==> src/rtl/ts_loopback_mux.sv <==
module ts_loopback_mux #(
  parameter int SLOTS  = 32,
  parameter int SLOT_W = 8
) (
  input  logic             clk,
  input  logic             rst_n,
  input  logic             bit_stb,
  input  logic             frm_sync,
  input  logic             rx_d,
  input  logic             jb_d,
  input  logic             port_loop,
  input  logic [SLOTS-1:0] slot_loop_mask,
  input  logic             pkt_tx_en,
  input  logic             pay_discard,
  input  logic             pay_vld,
  output logic             tx_d,
  output logic             loop_act,
  output logic             jb_pop,
  output logic             pkt_d,
  output logic             pkt_vld,
  output logic             jb_push
);
  localparam int SW = (SLOTS  > 1) ? $clog2(SLOTS)  : 1;
  localparam int BW = (SLOT_W > 1) ? $clog2(SLOT_W) : 1;
  localparam logic [SW-1:0] SLOT_LAST = SW'(SLOTS - 1);
  localparam logic [BW-1:0] BIT_LAST  = BW'(SLOT_W - 1);

  logic [SW-1:0]    slot_q, slot_cur;
  logic [BW-1:0]    bit_q, bit_cur;
  logic [SLOTS-1:0] mask_q, mask_cur;
  logic             looped;

  assign slot_cur = frm_sync ? '0 : slot_q;
  assign bit_cur  = frm_sync ? '0 : bit_q;
  assign mask_cur = frm_sync ? slot_loop_mask : mask_q;
  assign looped   = port_loop | mask_cur[slot_cur];

  assign jb_pop  = bit_stb & ~looped;
  assign pkt_d   = rx_d;
  assign pkt_vld = bit_stb & pkt_tx_en;
  assign jb_push = pay_vld & ~pay_discard;

  always_ff @(posedge clk) begin
    if (!rst_n) begin
      slot_q   <= '0;
      bit_q    <= '0;
      mask_q   <= '0;
      tx_d     <= 1'b0;
      loop_act <= 1'b0;
    end else if (bit_stb) begin
      tx_d     <= looped ? rx_d : jb_d;
      loop_act <= looped;
      mask_q   <= mask_cur;
      if (bit_cur == BIT_LAST) begin
        bit_q  <= '0;
        slot_q <= (slot_cur == SLOT_LAST) ? '0 : slot_cur + 1'b1;
      end else begin
        bit_q  <= bit_cur + 1'b1;
        slot_q <= slot_cur;
      end
    end
  end
endmodule

==> config.mk <==
export PLATFORM = sky130hd
export DESIGN_NAME = ts_loopback_mux
export DESIGN_NICKNAME = d
export VERILOG_FILES = /design/src/rtl/ts_loopback_mux.sv
export SDC_FILE = /design/constraint.sdc
export NUM_CORES = 1
export LEC_CHECK = 0
export BUFFER_PORTS_ARGS = -buffer_cell sky130_fd_sc_hd__clkbuf_2
export CORE_MARGIN = 2
export CORE_UTILIZATION = 53
export DETAILED_ROUTE_END_ITERATION = 8
export GPL_ROUTABILITY_DRIVEN = 0
export PLACE_DENSITY = 0.91
export SETUP_SLACK_MARGIN = 0.3
export SLEW_MARGIN = 10
export SYNTH_ARGS = -nofsm -noshare
export SYNTH_HDL_FRONTEND = slang
export SYNTH_SLANG_ARGS = --single-unit
==> constraint.sdc <==
create_clock -name clk -period 2.1 [get_ports clk]
set_input_delay 0.21 -clock clk [delete_from_list [all_inputs] [get_ports clk]]
set_output_delay 0.21 -clock clk [all_outputs]
set_load 0.02 [all_outputs]
**Word-level counts from Yosys, hierarchy flattened**

Index checks and enable logic that the tools add are counted.

- Add/subtract/negate cells: 2
- Magnitude comparators: 1
- Eq/ne operators: 2
- Mux-type cells: 9
- Bitwise gates (word level): 6

Operators with widths:

| operator | count |
|---|---|
| two-way mux 32 bit | 1 |
| two-way mux 5 bit | 3 |
| < comparator 5 x 6 -> 1 bit, second input constant | 1 |
| two-way mux 3 bit | 2 |
| adder 5 x 1 -> 5 bit, second input constant | 1 |
| binary-select mux 1 bit (select 5 bit) | 1 |
| equality test 5 bit, second input constant | 1 |
| adder 3 x 1 -> 3 bit, second input constant | 1 |
| bitwise AND 1 bit | 3 |
| equality test 3 bit, second input constant | 1 |
| two-way mux 1 bit | 2 |
| inverter 1 bit | 2 |
| bitwise OR 1 bit | 1 |

- Bits in registers: 42
- Input port bits: 42
- Output and inout port bits: 6
- Logic and storage cells: 25

**Depth between registers and ports, before layout**

- Depth in word-level cells: 6
- Mapped depth: 9
- Mapped depth without buffers: 8

**Worst setup path after synthesis**

Ideal clock, no wire load.

- Path kind: register to output
- Start point: reg slot_q[0]
- End point: out jb_pop
- Arrival time: 1,810 ps
- Data required time: 1,890 ps
- Path slack: 80 ps
- Stages on the path, launching flop included: 7
- Path buffers: 1
- Cells stage by stage: dfxtp_1 buf_6 mux4_2 mux2i_1 o221ai_2 a21o_1 nor2_1

- Word-level cells in the longest chain between the ends: 6

RTL lines:

| item | RTL line | text |
|---|---|---|
| start: declaration | 28 | `logic [SW-1:0] slot_q, slot_cur;` |
| start signal: assignment | 56 | `slot_q <= (slot_cur == SLOT_LAST) ? '0 : slot_cur + 1'b1;` |
| start signal: assignment | 59 | `slot_q <= slot_cur;` |
| two-way mux 5 bit | 33 | `assign slot_cur = frm_sync ? '0 : slot_q;` |
| binary-select mux 1 bit (select 5 bit) | 36 | `assign looped = port_loop \| mask_cur[slot_cur];` |
| two-way mux 1 bit (implied by the code) | 36 |  |
| bitwise OR 1 bit | 36 |  |
| inverter 1 bit | 38 | `assign jb_pop = bit_stb & ~looped;` |
| bitwise AND 1 bit | 38 |  |
| end: declaration | 18 | `output logic jb_pop,` |

No other way between the ends. The select of a mux whose other input is x is not followed.

**Worst setup path after layout**

- Start point: reg slot_q[1]
- End point: out jb_pop

The elaborated chain is that of the path after synthesis.

==> results.cfg <==
[outcome]
status = complete, but fails checks
failed_checks = setup timing

[timing]
period_minus_slack_ns = 2.26
worst_slack_ns = -0.161
finalSetupViolCount = 1
skew_ns = 0.00668
hold_slack_ns = 0.138
final_max_slew_viol_count = 0
max_slew.worst_pin.slew_ns = 0.664
clock.fmax_mhz = 442
grt_setup_unrepaired = true
finalHoldViolations = 0
relSlewSlack_pct = 55.8
fin_crit_sh_pct = 108

[pwr]
p_leak_nw = 1.02
ir_drop_mv = 0.452
powerDensity_mw_per_mm2 = 648

[detailed_routing]
vias = 1785
final_antenna_net_count = 0
firstDrtPassIters = 4
wl_mm = 4.71
initialDrtViolationCount = 125
wl_per_cell_um = 14.3
drc_errors = 0
vias_per_cell = 5.41

[setup_path]
reg2reg_to = tx_d
start_kind = register
crit_slowest_cell = a2111oi_4
crit_family = compound AO/OA/AOI/OAI gates
cp-end-kind = output port
rrSetupSlack_ns = 0.02
path_buf_inv = 2
crit_arrival_ns = 2.05
reg2reg_depth = 7
worstSetupPathType = reg -> out
cp_slowest_stage_delay_ns = 0.46
cp.required_ns = 1.89
path_cells = buf_4 > mux4_2 > mux2i_4 > a2111oi_4 > a21o_1 > nor2_4 > buf_8
path_max_fanout = 6
r2r_start = slot_q[0]

[flow_run]
cap_violations = 0

[floorplan]
chipWidth_um = 67.0
core-area_mm2 = 0.00374
fp-row-count = 22
initial_utilization_pct = 56.3
die-area_mm2 = 0.00449
io_pins = 48
die_y_um = 67.0

[cells_and_area]
area_growth_pct = 22.3
antenna-diode-count = 0
fin_cells = 330
fillers = 308
drive_gt1_share_pct = 30.5
layout.nets = 327

[grt]
antenna_found_initial = 0
grt-ovfl-total = 0
grt_pass1_wl_mm = 7.37
track_usage_pct = 22.3
grt_max_degree = 43
grt_pass1_vias = 1616

[min_path]
hp-class = in -> reg
whs_endpoint = mask_q[23]
worstHoldStart = slot_loop_mask[23]
hold_path_depth = 3

[logic_synthesis]
async_flop_share_pct = 0
synth_edf_count = 0
netlist_area_mm2 = 0.00211
yosys_warnings = 0
synth.top_cell.area_share_pct = 39.9
netlist_instances = 234
yosysMostFrequentCell = nand2_1
netlist_top_cells_area = dfxtp_1 40%, nand2_1 12%, a21boi_0 12%
synth_area_per_cell_um2 = 9.00
syn-num-nets = 280
synth.distinct_cells = 31
yosysSeqAreaShare_pct = 39.9
ys.flop_type = dfxtp_1
synth-seq-cells = 42
synth_largest_area_cell = dfxtp_1
synth_common_cells = 68 x nand2_1, 42 x dfxtp_1, 33 x a21boi_0

[clock_tree]
clock_sinks = 42
h-tree-depth = 2
hold_buffers = 0
cts_root_buffer = clkbuf_8
clkLatencyLatePin_ns = 0.30
cts_buffer_depth = 2
clk_pin_slew_ns = 0.08
numCtsBuffers = 5
cts_tree = done

[placement]
dp_hpwl_mm = 3.04
portBuffers = 47
pre_cts_ws_ns = 0.0285
dp.cells = 318
[logic make-up (layout without fill, tap and decap cells)]
kind of cell	count (synthesis)	count (layout)	share of synthesized area, %
flops	42	42	39.9
mux	18	18	13.8
simple gates	98	98	20.3
fa+ha+maj	4	4	2.38
compound gates	52	52	19.3
buf+inv	20	68	4.34
[cells in the final DEF (no fill, tap or decap), types with 2 or more instances in the layout]
cell       count
a2111oi_4      2
a21boi_0      32
a21oi_1        4
a32oi_1        2
and2_1         4
buf_4          9
clkbuf_2      46
clkbuf_8       5
dfxtp_1       39
dfxtp_2        2
ha_1           3
inv_1          3
mux2i_1        6
mux2i_2        3
mux4_2         8
nand2_1       68
nor2_1         5
nor2b_1       14
o21ai_0        4
[through the flow]
stage	total power, W	setup TNS, ns	utilization (%)	area [um2]
floorplan	0.000965	0	-	2110
global placement	0.00103	0	63.4	2370
detailed placement	0.00103	0	63.4	2370
CTS	0.00167	-0.168	67.5	2530
global route	0.00174	-0.293	68.8	2580
finish	0.00167	-0.161	68.8	2580
[sequential cells by signal, indices dropped and copies added, names as in the netlist]
name      count
bit_q         3
loop_act      1
mask_q       32
slot_q        5
tx_d          1
[timing repair]
action	CTS	global route
pin swaps	3	4
buffers inserted	1	3
endpoints found under the setup margin	3	6
resized for setup	12	8
[layout make-up]
cell class | instances | area, um2 | share of cell area (%)
clock buffers | 6 | 72.6 | 2.82
clock inverters | 2 | 37.5 | 1.46
inverters | 3 | 11.3 | 0.437
multi-input cells | 172 | 1220 | 47.5
flip-flops and latches | 42 | 847 | 32.9
well taps | 48 | 60.1 | 2.33
repair buffers | 57 | 324 | 12.6
[metal layers]
layer | global-route usage [%] | vias up | wire length, um
li1 | - | 893 | -
met1 | 28.0 | 806 | 1980
met2 | 35.8 | 72 | 2310
met3 | 5.41 | 14 | 286
met4 | 10.7 | 0 | 136
met5 | 0 | - | 0
[how the worst max path moves through the flow]
stage | cells past startpoint | start | slack (ns) | endpoint
finish | 7 | slot_q[1] | -0.16 | jb_pop
floorplan | 6 | slot_q[0] | 0.25 | jb_pop
global placement | 6 | slot_q[0] | 0.09 | jb_pop
CTS | 6 | slot_q[0] | -0.17 | jb_pop
detailed placement | 6 | slot_q[0] | 0.03 | jb_pop
global route | 6 | slot_q[0] | -0.27 | jb_pop
[worst reg2reg max path, cell delays in order (launching register included)]
cell and delay, ns:
dfxtp_4 0.44, mux4_2 0.53, mux2i_2 0.19, o311ai_2 0.11, buf_4 0.16, buf_6 0.11
a2111oi_4 0.34, a211oi_1 0.08
[power by group]
group | switching (W) | internal, W
combinational | 0.0000973 | 0.0000910
sequential | 0.0000183 | 0.000828
clock | 0.000282 | 0.000355
Power figures use the tool's default switching activity.
